===== src/rtl/lpt_pkg.sv =====
// Shared field layout, widths and the configuration record for the LCD
// panel timing generator. Assumes the word layouts stated in the brief.
package lpt_pkg;
    localparam int HPORCH_W = 8;
    localparam int PPL_W    = 6;
    localparam int LINES_W  = 10;
    localparam int VSW_W    = 6;
    localparam int VPORCH_W = 8;
    localparam int PCD_W    = 5;
    localparam int DLY_W    = 7;
    localparam int CNT_W    = 12;
    localparam int X_W      = PPL_W + 4;
    localparam int Y_W      = LINES_W;

    localparam int H_SYNC_LSB  = 0;
    localparam int H_BACK_LSB  = H_SYNC_LSB + HPORCH_W;
    localparam int H_FRONT_LSB = H_BACK_LSB + HPORCH_W;
    localparam int H_PPL_LSB   = H_FRONT_LSB + HPORCH_W;
    localparam int H_WORD_W    = H_PPL_LSB + PPL_W;

    localparam int V_LINES_LSB = 0;
    localparam int V_SYNC_LSB  = V_LINES_LSB + LINES_W;
    localparam int V_BACK_LSB  = V_SYNC_LSB + VSW_W;
    localparam int V_FRONT_LSB = V_BACK_LSB + VPORCH_W;
    localparam int V_WORD_W    = V_FRONT_LSB + VPORCH_W;

    localparam int C_PCD_LSB = 0;
    localparam int C_BYP_BIT = PCD_W;
    localparam int C_INV_V   = C_BYP_BIT + 1;
    localparam int C_INV_H   = C_BYP_BIT + 2;
    localparam int C_INV_CLK = C_BYP_BIT + 3;
    localparam int C_DE_LOW  = C_BYP_BIT + 4;
    localparam int C_WORD_W  = C_DE_LOW + 1;

    localparam int L_DLY_LSB = 0;
    localparam int L_EN_BIT  = DLY_W;
    localparam int L_WORD_W  = L_EN_BIT + 1;

    typedef struct packed {
        logic [CNT_W-1:0] h_sync;
        logic [CNT_W-1:0] h_back;
        logic [CNT_W-1:0] h_act;
        logic [CNT_W-1:0] h_front;
        logic [CNT_W-1:0] v_sync;
        logic [CNT_W-1:0] v_back;
        logic [CNT_W-1:0] v_act;
        logic [CNT_W-1:0] v_front;
        logic [PCD_W-1:0] pcd;
        logic             bypass;
        logic             inv_v;
        logic             inv_h;
        logic             inv_clk;
        logic             de_low;
        logic             le_en;
        logic [DLY_W-1:0] le_dly;
    } lpt_cfg_t;

    // Unpacks the four words into real counts (minus-one fields restored).
    function automatic lpt_cfg_t lpt_decode(
        input logic [H_WORD_W-1:0] hw,
        input logic [V_WORD_W-1:0] vw,
        input logic [C_WORD_W-1:0] cw,
        input logic [L_WORD_W-1:0] lw
    );
        lpt_cfg_t c;
        c.h_sync  = CNT_W'(hw[H_SYNC_LSB +: HPORCH_W]) + CNT_W'(1);
        c.h_back  = CNT_W'(hw[H_BACK_LSB +: HPORCH_W]) + CNT_W'(1);
        c.h_front = CNT_W'(hw[H_FRONT_LSB +: HPORCH_W]) + CNT_W'(1);
        c.h_act   = CNT_W'({hw[H_PPL_LSB +: PPL_W], 4'b0000}) + CNT_W'(16);
        c.v_act   = CNT_W'(vw[V_LINES_LSB +: LINES_W]) + CNT_W'(1);
        c.v_sync  = CNT_W'(vw[V_SYNC_LSB +: VSW_W]) + CNT_W'(1);
        c.v_back  = CNT_W'(vw[V_BACK_LSB +: VPORCH_W]);
        c.v_front = CNT_W'(vw[V_FRONT_LSB +: VPORCH_W]);
        c.pcd     = cw[C_PCD_LSB +: PCD_W];
        c.bypass  = cw[C_BYP_BIT];
        c.inv_v   = cw[C_INV_V];
        c.inv_h   = cw[C_INV_H];
        c.inv_clk = cw[C_INV_CLK];
        c.de_low  = cw[C_DE_LOW];
        c.le_en   = lw[L_EN_BIT];
        c.le_dly  = lw[L_DLY_LSB +: DLY_W];
        return c;
    endfunction
endpackage


===== src/rtl/lpt_pwr_seq.sv =====
// Power sequencer: brings the controller up before panel power and takes
// panel power down before the controller, GAP clocks apart. Assumes GAP >= 1.
module lpt_pwr_seq #(
    parameter int GAP = 8
) (
    input  logic clk,
    input  logic rst_n,
    input  logic req,
    output logic ctrl_en,
    output logic panel_pwr
);
    localparam int GW = $clog2(GAP + 1);

    typedef enum logic [1:0] {PS_OFF, PS_UP, PS_ON, PS_DOWN} ps_t;
    ps_t           st;
    logic [GW-1:0] cnt;

    // Walk OFF -> UP -> ON -> DOWN -> OFF, timing the gaps with cnt.
    always_ff @(posedge clk) begin
        if (!rst_n) begin
            st  <= PS_OFF;
            cnt <= '0;
        end else begin
            case (st)
                PS_OFF: begin
                    cnt <= '0;
                    if (req) st <= PS_UP;
                end
                PS_UP: begin
                    if (!req) begin
                        st  <= PS_DOWN;
                        cnt <= '0;
                    end else if (cnt == GW'(GAP - 1)) begin
                        st  <= PS_ON;
                        cnt <= '0;
                    end else begin
                        cnt <= cnt + GW'(1);
                    end
                end
                PS_ON: begin
                    cnt <= '0;
                    if (!req) st <= PS_DOWN;
                end
                default: begin
                    if (cnt == GW'(GAP - 1)) begin
                        st  <= PS_OFF;
                        cnt <= '0;
                    end else begin
                        cnt <= cnt + GW'(1);
                    end
                end
            endcase
        end
    end

    assign ctrl_en   = (st != PS_OFF);
    assign panel_pwr = (st == PS_ON);
endmodule


===== src/rtl/lpt_clk_div.sv =====
// Pixel clock divider: one-cycle enable every pcd+2 source clocks, or every
// clock in bypass, plus a panel clock level with selectable polarity.
// Assumes pcd/bypass change only at the edge that also issues pix_ce.
module lpt_clk_div #(
    parameter int PCD_W = 5
) (
    input  logic             clk,
    input  logic             rst_n,
    input  logic             run,
    input  logic [PCD_W-1:0] pcd,
    input  logic             bypass,
    input  logic             inv_clk,
    output logic             pix_ce,
    output logic             panel_clk
);
    localparam int DIV_W = PCD_W + 1;

    logic [DIV_W-1:0] cnt;
    logic [DIV_W-1:0] last;
    logic [DIV_W-1:0] half;

    assign last = DIV_W'(pcd) + DIV_W'(1);
    assign half = (DIV_W'(pcd) + DIV_W'(2)) >> 1;

    assign pix_ce    = run && (bypass || (cnt == last));
    assign panel_clk = (run && !bypass && (cnt < half)) ^ inv_clk;

    // Count source clocks within the current pixel period.
    always_ff @(posedge clk) begin
        if (!rst_n)                cnt <= '0;
        else if (!run || pix_ce)   cnt <= '0;
        else                       cnt <= cnt + DIV_W'(1);
    end
endmodule


===== src/rtl/lpt_cfg_shadow.sv =====
// Shadow copy of the decoded configuration: follows the inputs while idle
// and reloads only at the edge that closes a frame while running.
module lpt_cfg_shadow
    import lpt_pkg::*;
(
    input  logic     clk,
    input  logic     rst_n,
    input  logic     run,
    input  logic     frame_wrap,
    input  lpt_cfg_t cfg_in,
    output lpt_cfg_t cfg_q
);
    // Capture the live configuration at a safe point.
    always_ff @(posedge clk) begin
        if (!rst_n)                    cfg_q <= '0;
        else if (!run || frame_wrap)   cfg_q <= cfg_in;
    end
endmodule


===== src/rtl/lpt_scan.sv =====
// Pixel/line scanner: counts pixels and lines through sync, back porch,
// active and front porch, and derives sync, data-enable and position.
// Assumes every region length comes from the shadow set and totals < 2**CNT_W.
module lpt_scan
    import lpt_pkg::*;
(
    input  logic             clk,
    input  logic             rst_n,
    input  logic             run,
    input  logic             pix_ce,
    input  logic [CNT_W-1:0] h_sync,
    input  logic [CNT_W-1:0] h_back,
    input  logic [CNT_W-1:0] h_act,
    input  logic [CNT_W-1:0] h_front,
    input  logic [CNT_W-1:0] v_sync,
    input  logic [CNT_W-1:0] v_back,
    input  logic [CNT_W-1:0] v_act,
    input  logic [CNT_W-1:0] v_front,
    input  logic             inv_h,
    input  logic             inv_v,
    input  logic             de_low,
    output logic             hsync,
    output logic             vsync,
    output logic             de,
    output logic [X_W-1:0]   pix_x,
    output logic [Y_W-1:0]   pix_y,
    output logic             frame_wrap,
    output logic             last_act
);
    logic [CNT_W-1:0] h, v;
    logic [CNT_W-1:0] h_start, h_end, h_tot;
    logic [CNT_W-1:0] v_start, v_end, v_tot;
    logic             line_wrap, h_in, v_in, act;

    assign h_start = h_sync + h_back;
    assign h_end   = h_start + h_act;
    assign h_tot   = h_end + h_front;
    assign v_start = v_sync + v_back;
    assign v_end   = v_start + v_act;
    assign v_tot   = v_end + v_front;

    assign line_wrap  = pix_ce && (h == h_tot - CNT_W'(1));
    assign frame_wrap = line_wrap && (v == v_tot - CNT_W'(1));

    // Advance the pixel and line counters on each pixel enable.
    always_ff @(posedge clk) begin
        if (!rst_n || !run) begin
            h <= '0;
            v <= '0;
        end else if (pix_ce) begin
            if (line_wrap) begin
                h <= '0;
                v <= frame_wrap ? '0 : v + CNT_W'(1);
            end else begin
                h <= h + CNT_W'(1);
            end
        end
    end

    assign h_in = (h >= h_start) && (h < h_end);
    assign v_in = (v >= v_start) && (v < v_end);
    assign act  = run && h_in && v_in;

    assign hsync    = (run && (h < h_sync)) ^ inv_h;
    assign vsync    = (run && (v < v_sync)) ^ inv_v;
    assign de       = act ^ de_low;
    assign pix_x    = act ? X_W'(h - h_start) : '0;
    assign pix_y    = act ? Y_W'(v - v_start) : '0;
    assign last_act = pix_ce && act && (h == h_end - CNT_W'(1));
endmodule


===== src/rtl/lpt_line_end.sv =====
// Delayed line-end pulse: one clock high, dly+1 clocks after the edge that
// ends the last active pixel of a line. Cleared while the block is idle.
module lpt_line_end #(
    parameter int DLY_W = 7
) (
    input  logic             clk,
    input  logic             rst_n,
    input  logic             run,
    input  logic             trig,
    input  logic             en,
    input  logic [DLY_W-1:0] dly,
    output logic             line_end
);
    logic [DLY_W:0] cnt;

    // Load the delay on a trigger, then count down to the pulse.
    always_ff @(posedge clk) begin
        if (!rst_n || !run)    cnt <= '0;
        else if (trig && en)   cnt <= {1'b0, dly} + (DLY_W+1)'(1);
        else if (cnt != '0)    cnt <= cnt - (DLY_W+1)'(1);
    end

    assign line_end = (cnt == (DLY_W+1)'(1));
endmodule


===== src/rtl/lcd_panel_timing.sv =====
// Top of the LCD panel timing generator: decodes the four configuration
// words, shadows them per frame, divides the pixel clock, scans the panel
// and sequences power. Outputs are combinational from registered state.
module lcd_panel_timing
    import lpt_pkg::*;
#(
    parameter int PWR_GAP = 8
) (
    input  logic                clk,
    input  logic                rst_n,
    input  logic                pwr_req,
    input  logic [H_WORD_W-1:0] horiz_word,
    input  logic [V_WORD_W-1:0] vert_word,
    input  logic [C_WORD_W-1:0] clk_word,
    input  logic [L_WORD_W-1:0] lend_word,
    output logic                ctrl_en,
    output logic                panel_pwr,
    output logic                pix_ce,
    output logic                panel_clk,
    output logic                hsync,
    output logic                vsync,
    output logic                de,
    output logic                line_end,
    output logic [X_W-1:0]      pix_x,
    output logic [Y_W-1:0]      pix_y
);
    lpt_cfg_t cfg_in, cfg_q;
    logic     frame_wrap, last_act;

    assign cfg_in = lpt_decode(horiz_word, vert_word, clk_word, lend_word);

    lpt_pwr_seq #(.GAP(PWR_GAP)) u_pwr (
        .clk(clk), .rst_n(rst_n), .req(pwr_req),
        .ctrl_en(ctrl_en), .panel_pwr(panel_pwr)
    );

    lpt_cfg_shadow u_shadow (
        .clk(clk), .rst_n(rst_n), .run(ctrl_en), .frame_wrap(frame_wrap),
        .cfg_in(cfg_in), .cfg_q(cfg_q)
    );

    lpt_clk_div #(.PCD_W(PCD_W)) u_div (
        .clk(clk), .rst_n(rst_n), .run(ctrl_en),
        .pcd(cfg_q.pcd), .bypass(cfg_q.bypass), .inv_clk(cfg_q.inv_clk),
        .pix_ce(pix_ce), .panel_clk(panel_clk)
    );

    lpt_scan u_scan (
        .clk(clk), .rst_n(rst_n), .run(ctrl_en), .pix_ce(pix_ce),
        .h_sync(cfg_q.h_sync), .h_back(cfg_q.h_back),
        .h_act(cfg_q.h_act), .h_front(cfg_q.h_front),
        .v_sync(cfg_q.v_sync), .v_back(cfg_q.v_back),
        .v_act(cfg_q.v_act), .v_front(cfg_q.v_front),
        .inv_h(cfg_q.inv_h), .inv_v(cfg_q.inv_v), .de_low(cfg_q.de_low),
        .hsync(hsync), .vsync(vsync), .de(de),
        .pix_x(pix_x), .pix_y(pix_y),
        .frame_wrap(frame_wrap), .last_act(last_act)
    );

    lpt_line_end #(.DLY_W(DLY_W)) u_lend (
        .clk(clk), .rst_n(rst_n), .run(ctrl_en), .trig(last_act),
        .en(cfg_q.le_en), .dly(cfg_q.le_dly), .line_end(line_end)
    );
endmodule


===== config.mk =====
export PLATFORM = sky130hd
export DESIGN_NAME = lcd_panel_timing
export DESIGN_NICKNAME = d
export VERILOG_FILES = /design/src/rtl/lpt_pkg.sv /design/src/rtl/lpt_pwr_seq.sv /design/src/rtl/lpt_clk_div.sv /design/src/rtl/lpt_cfg_shadow.sv /design/src/rtl/lpt_scan.sv /design/src/rtl/lpt_line_end.sv /design/src/rtl/lcd_panel_timing.sv
export SDC_FILE = /design/constraint.sdc
export NUM_CORES = 1
export LEC_CHECK = 0
export BUFFER_PORTS_ARGS = -buffer_cell sky130_fd_sc_hd__buf_2
export CORE_MARGIN = 8
export CORE_UTILIZATION = 55
export CTS_CLUSTER_DIAMETER = 40
export DETAILED_ROUTE_END_ITERATION = 10
export GPL_TIMING_DRIVEN = 0
export PLACE_DENSITY_LB_ADDON = 0.3
export SLEW_MARGIN = 40
export SYNTH_ARGS = -nofsm -noshare
export SYNTH_HDL_FRONTEND = slang
export SYNTH_SLANG_ARGS = --single-unit
export TNS_END_PERCENT = 10

===== constraint.sdc =====
create_clock -name clk -period 6.5 [get_ports clk]
set_clock_uncertainty 0.15 [all_clocks]
set_input_delay 0.975 -clock clk [delete_from_list [all_inputs] [get_ports clk]]
set_output_delay 0.975 -clock clk [all_outputs]
set_load 0.02 [all_outputs]

-- Word-level counts from Yosys, hierarchy flattened
Cells that the tools add are included.
- bits in writable memories: 0
- output and inout bits: 28
- memories: 0
- latch bits: 0
- bits in registers: 150
- bits in read-only memories: 0
- logic and storage cells: 115
- input bits: 83
- reduce and logical (&&, ||, !) cells: 30
- divide/modulo/power cells: 0
- add/sub/neg operators: 25
- $mul: 0
- equality and inequality tests: 11
- order comparisons: 7
- bitwise logic cells: 5
- multiplexer cells: 15
- shift operators: 0
- operators by type and width (cell ; number):
    adder 12 bit ; 4
    less-than comparator 12 bit ; 4
    == test 12 bit ; 3
    subtractor 12 x 1 -> 12 bit (second input constant) ; 3
    adder 8 x 1 -> 9 bit (second input constant) ; 3
    adder 12 x 1 -> 12 bit (second input constant) ; 2
    adder 12 x 8 -> 12 bit ; 2
    greater-or-equal comparator 12 bit ; 2
    2-to-1 mux 12 bit ; 2
    2-to-1 mux 10 bit ; 2
    subtractor 10 bit ; 2
    2-to-1 mux 8 bit ; 2
    logical AND 1 bit ; 14
    adder 10 x 1 -> 11 bit (second input constant) ; 1
    adder 10 x 5 -> 11 bit (second input constant) ; 1
    2-to-1 mux 2 bit ; 5
    adder 7 x 1 -> 8 bit (second input constant) ; 1
    == test 8 x 1 -> 1 bit (second input constant) ; 1
    2-to-1 mux 4 bit ; 2
    case mux 4 bit (2 select lines) ; 1
    nonzero test 8 bit ; 1
    subtractor 8 x 1 -> 8 bit (second input constant) ; 1
    adder 6 x 1 -> 7 bit (second input constant) ; 1
    adder 5 x 1 -> 6 bit (second input constant) ; 1
    other kinds (21) ; 32

-- Longest topological paths before layout
- word-level depth: 10
- mapped depth: 27
- mapped depth without buffers: 26

-- By module
Synthesis repeated with hierarchy kept, for this count alone.
- cell total of the unflattened synthesis: 1743
- area, all modules: 14148.6 µm²
- by module, submodules not included (module ; area an instance (µm²) ; cells an instance ; seq. area each (µm²) ; instances):
    lpt_scan ; 7397.1 ; 972 ; 480.5 ; 1
    lpt_cfg_shadow ; 4541.9 ; 495 ; 2282.2 ; 1
    lcd_panel_timing ; 681.9 ; 98 ; 0.0 ; 1
    lpt_clk_div ; 605.6 ; 70 ; 120.1 ; 1
    lpt_line_end ; 589.3 ; 70 ; 160.2 ; 1
    lpt_pwr_seq ; 332.8 ; 38 ; 120.1 ; 1

-- Worst setup path before layout
Ideal clock, no wire load.
- path kind: register to output
- start point: reg u_shadow.cfg_q[92] (netlist name)
- end point: out pix_y[9]
- cell stages (with the launch flop): 22
- data required time: 5.375 ns
- buffers on the path: 1
- setup slack: 0.093 ns
- arrival: 5.282 ns
- cells stage by stage: dfxtp_1 -> ha_1 -> a21oi_1 -> a21boi_1 -> o21ai_0 -> nand2b_1 -> a21oi_1 -> o21ai_0 -> and2_1 -> o21ai_0 -> nand2b_1 -> ha_1 -> nor2b_1 -> a221o_1 -> a211oi_1 -> ha_1 -> nand4_1 -> o311a_1 -> o31ai_1 -> a211o_1 -> clkbuf_1 -> a2111oi_0
- word-level cells in the longest chain between the ends: 7
- elaborated cells on any way between the ends: 8
- classes of those cells: add/sub (2); order compare (2); mux (1); reduce/logical (3)
- RTL lines (element ; line ; source):
    adder 12 bit * ; lpt_scan.sv:35 ; assign h_start = h_sync + h_back;
    adder 12 bit ; lpt_scan.sv:36 ; assign h_end = h_start + h_act;
    less-than comparator 12 bit ; lpt_scan.sv:60 ; assign h_in = (h >= h_start) && (h < h_end);
    logical AND 1 bit * ; lpt_scan.sv:60 ;
    logical AND 1 bit * (2 in series) ; lpt_scan.sv:62 ; assign act = run && h_in && v_in;
    2-to-1 mux 10 bit * ; lpt_scan.sv:68 ; assign pix_y = act ? Y_W'(v - v_start) : '0;
    end: declaration ; lcd_panel_timing.sv:25 ; output logic [Y_W-1:0] pix_y
Every way passes the cells marked *; elsewhere a longest branch is shown, timed or not.

-- Worst setup path in the final report
- start point: reg u_shadow.cfg_q[42] (netlist name)
- end point: out pix_x[7]
- word-level cells in the longest chain between the ends: 6
- elaborated cells on any way between the ends: 7
- classes of those cells: add/sub (2); order compare (2); mux (1); reduce/logical (2)
- RTL lines (element ; line ; source):
    adder 12 x 8 -> 12 bit * ; lpt_scan.sv:38 ; assign v_start = v_sync + v_back;
    adder 12 bit ; lpt_scan.sv:39 ; assign v_end = v_start + v_act;
    less-than comparator 12 bit ; lpt_scan.sv:61 ; assign v_in = (v >= v_start) && (v < v_end);
    logical AND 1 bit * ; lpt_scan.sv:61 ;
    logical AND 1 bit * ; lpt_scan.sv:62 ;
    2-to-1 mux 10 bit * ; lpt_scan.sv:67 ; assign pix_x = act ? X_W'(h - h_start) : '0;
    end: declaration ; lcd_panel_timing.sv:24 ; output logic [X_W-1:0] pix_x,
Marks and branches as above.

==> impl_metrics.env <==
export IMPL_status="complete, but fails checks"
export IMPL_violations="negative setup slack"
export IMPL_htreeDepth=4
export IMPL_grt_pass1_vias=11300
export IMPL_internal_power_mw=3.51
export IMPL_wl_per_cell_um=19.1
export IMPL_dpl_hpwl_mm=28.5
export IMPL_yosys_warnings=0
export IMPL_ys_ff_latch=130
export IMPL_drtIter0Drc=1053
export IMPL_relSlewSlack=0.454
export IMPL_setup_violations=21
export IMPL_area_growth_pct=18.4
export IMPL_synthMuxAreaShare=0.00812
export IMPL_arrival_ps=5590
export IMPL_synth_nets=1712
export IMPL_clkTransAtPathRegs_ps=60
export IMPL_synth_commonest_cells="147 x a21oi_1, 138 x ha_1, 130 x dfxtp_1, 123 x inv_1, 100 x xnor2_1"
export IMPL_yosysTopAreaCellShare=0.225
export IMPL_worstSetupStartpointType="flip-flop"
export IMPL_start_util=0.555
export IMPL_power_density_mw_per_mm2=503
export IMPL_design_core_area_mm2=0.0208
export IMPL_syn_inst=1483
export IMPL_clk_latency_ps=430
export IMPL_numCtsBuffers=17
export IMPL_synth_top_area_cell="dfxtp_1"
export IMPL_worstHoldStart="u_pwr.cnt[0]$_SDFF_PN0_"
export IMPL_synth_xor_area_share=0.119
export IMPL_async_flop_share=0
export IMPL_dieArea_mm2=0.0259
export IMPL_combPwrFrac=0.706
export IMPL_tightest_slew_ps=816
export IMPL_dieHeight_um=161
export IMPL_path_class="reg -> out"
export IMPL_globalRouteOverflowTotal=0
export IMPL_fin_crit_sh=1.03
export IMPL_grt_usage=0.276
export IMPL_drt_pass1_iterations=8
export IMPL_synthAdderAreaFrac=0.164
export IMPL_drtAntennaViolNets=0
export IMPL_min_period_ps=6720
export IMPL_gp_congestion=0.995
export IMPL_placed_cell_area_mm2=0.0125
export IMPL_vdd_ir_drop_max_uv=255
export IMPL_grt_max_degree=17
export IMPL_setup_tns_final_ps=-2970
export IMPL_cp_max_fo=5
export IMPL_drive_gt1_frac=0.157
export IMPL_syn_area_mm2=0.0116
export IMPL_yosysMostFrequentCell="a21oi_1"
export IMPL_critPathLaunch="u_shadow.cfg_q[42]$_SDFFE_PN0P_"
export IMPL_p_seq_frac=0.154
export IMPL_drt_total_wl_mm=36.7
export IMPL_dp_cells=1868
export IMPL_maxCapViolations=0
export IMPL_grt_pass1_wl_mm=58.2
export IMPL_swShare=0.490
export IMPL_r2r_start="u_shadow.cfg_q[42]$_SDFFE_PN0P_"
export IMPL_instances_no_fill=1919
export IMPL_postCtsHoldBufs=0
export IMPL_nets=1860
export IMPL_hold_viol=0
export IMPL_total_power_mw=6.88
export IMPL_vias_per_cell=6.07
export IMPL_drc=0
export IMPL_synthSimpleGateAreaFrac=0.205
export IMPL_clockBufferDepth=2
export IMPL_fin_util=0.657
export IMPL_required_ps=5370
export IMPL_power_share_clock=0.139
export IMPL_num_fill_cells=1763
export IMPL_synth_edf_count=0
export IMPL_synth_compound_area_frac=0.214
export IMPL_hold_path_class="reg -> reg"
export IMPL_n_antenna_cell=0
export IMPL_ys_types=80
export IMPL_cts_sinks=130
export IMPL_cts_tree="yes"
export IMPL_synth_top_family_by_area="compound AO/OA/AOI/OAI gates"
export IMPL_ys_top_cells_by_area="dfxtp_1 23%, ha_1 15%, xnor2_1 7.6%"
export IMPL_endpoint_kind="output pin"
export IMPL_switchingPower_mw=3.37
export IMPL_leakage_nw=5.87
export IMPL_fin_ws_ps=-215
export IMPL_maxSlewViolCount=0
export IMPL_root_buffer="clkbuf_16"
export IMPL_ys_flop_type="dfxtp_1"
export IMPL_rows=53
export IMPL_dr_total_vias=11600
export IMPL_rsz0062_at_grt="true"
export IMPL_boundaryPins=111
export IMPL_grt_antenna_before_repair=3
export IMPL_synth_avg_cell_area_um2=7.79
export IMPL_ys_seq_area_frac=0.225
export IMPL_io_buffer_count=110
export IMPL_final_area_mm2=0.0137
export IMPL_fmax_mhz=149
export IMPL_die_w_um=161
## cells by family after synthesis
group	count (synthesis)
AO/OA/AOI/OAI	396
XOR/XNOR	156
adder cells (fa/ha/maj)	147
buffers and inverters	191
flip-flops	130
multiplexers	9
AND/OR/NAND/NOR	454
## power by group through the flow
stage	sequential, mW	clock, mW	combinational, mW
after global placement	1.06	0	4.41
final	1.06	0.957	4.86
after detailed placement	1.07	0	4.52
after floorplan	1.01	0	3.65
after CTS	1.05	0.956	4.68
after global routing	1.07	0.993	5.36
## layer usage
metal,global-route usage,up-vias,part of all wire
li1,-,5595,-
met1,0.356,5448,0.43
met2,0.453,502,0.45
met3,0.0507,95,0.081
met4,0.0955,6,0.034
met5,0,-,0.00093
## what timing repair did
| action | CTS | global route |
|---|---|---|
| setup buffers | 14 | 5 |
| cloned | 1 | 0 |
| pin swaps | 23 | 17 |
| setup endpoints to repair | 78 | 114 |
| resized for setup | 94 | 34 |
## registers in the layout (all words and copies together) (netlist names)
name	cells
u_div.cnt	6
u_lend.cnt	8
u_pwr.cnt	4
u_pwr.st	2
u_scan.h	12
u_scan.v	12
u_shadow.cfg_q	86
## worst max-delay path, cell delays in order (launching register included)
cell and delay, ps:
dfxtp_2 330, ha_2 190, fa_2 350, a21oi_2 130, nor2_1 60, nor2_2 120, o21bai_1 100, a21oi_2 220
xnor2_2 180, ha_4 260, a2111o_1 420, a2bb2oi_4 170, a21oi_2 140, nor2_1 50, o211ai_1 230, ha_1 340
a22oi_2 230, nand3_2 120, a31oi_4 210, o311a_1 210, o31ai_2 90, a211o_1 290, buf_8 150, clkbuf_16 170
nor3_4 230, buf_6 150
## path summary, 6_finish.rpt
| check | to | slack (ps) | depth (start not counted) |
|---|---|---|---|
| worst max-delay path | pix_x[7] | -220 | 25 |
| worst min-delay path | u_pwr.cnt[0]$_SDFF_PN0_ | 310 | 1 |
| worst max register to register | u_shadow.cfg_q[24]$_SDFFE_PN0P_ | 140 | 25 |
| worst min register to register | u_pwr.cnt[0]$_SDFF_PN0_ | 310 | 1 |
## layout by cell type (no fill, tap or decap), drive strengths merged, types with 6 or more instances in the layout
| cell type | Yosys | final |
|---|---|---|
| a211o | 7 | 7 |
| a211oi | 24 | 24 |
| a21boi | 7 | 7 |
| a21o | 24 | 24 |
| a21oi | 148 | 148 |
| a31oi | 6 | 6 |
| and2 | 8 | 8 |
| and3 | 21 | 21 |
| buf | 16 | 148 |
| clkbuf | 50 | 65 |
| clkinv | 1 | 7 |
| dfxtp | 130 | 130 |
| fa | 8 | 8 |
| ha | 138 | 138 |
| inv | 124 | 129 |
| mux2i | 6 | 6 |
| nand2 | 60 | 60 |
| nand2b | 22 | 22 |
| nand3 | 97 | 97 |
| nand4 | 20 | 20 |
| nor2 | 82 | 82 |
| nor2b | 22 | 22 |
| nor3 | 67 | 67 |
| nor3b | 8 | 8 |
| nor4 | 11 | 11 |
| o2111ai | 6 | 6 |
| o21a | 13 | 13 |
| o21ai | 98 | 98 |
| o21bai | 7 | 7 |
| o311a | 9 | 9 |
| o31ai | 6 | 6 |
| or3 | 13 | 13 |
| xnor2 | 100 | 100 |
| xor2 | 55 | 55 |
## stage by stage
stage                     setup WS [ps]  hold WS (ps)
final                              -215           311
after floorplan                    93.5           268
after detailed placement          -1060           302
after global placement            -1000           282
after global routing               -389           341
after CTS                          -220           311
## layout make-up
| class | count | area [um2] | area share |
|---|---|---|---|
| flip-flops and latches | 130 | 2610 | 0.191 |
| clock buffers | 18 | 429 | 0.0314 |
| repair buffers | 130 | 797 | 0.0583 |
| clock inverters | 14 | 149 | 0.0109 |
| inverters | 125 | 469 | 0.0343 |
| well taps | 275 | 344 | 0.0252 |
| plain buffers | 65 | 320 | 0.0234 |
| multi-input cells | 1162 | 8560 | 0.626 |
Note: power is estimated with default switching activity, not from simulation.
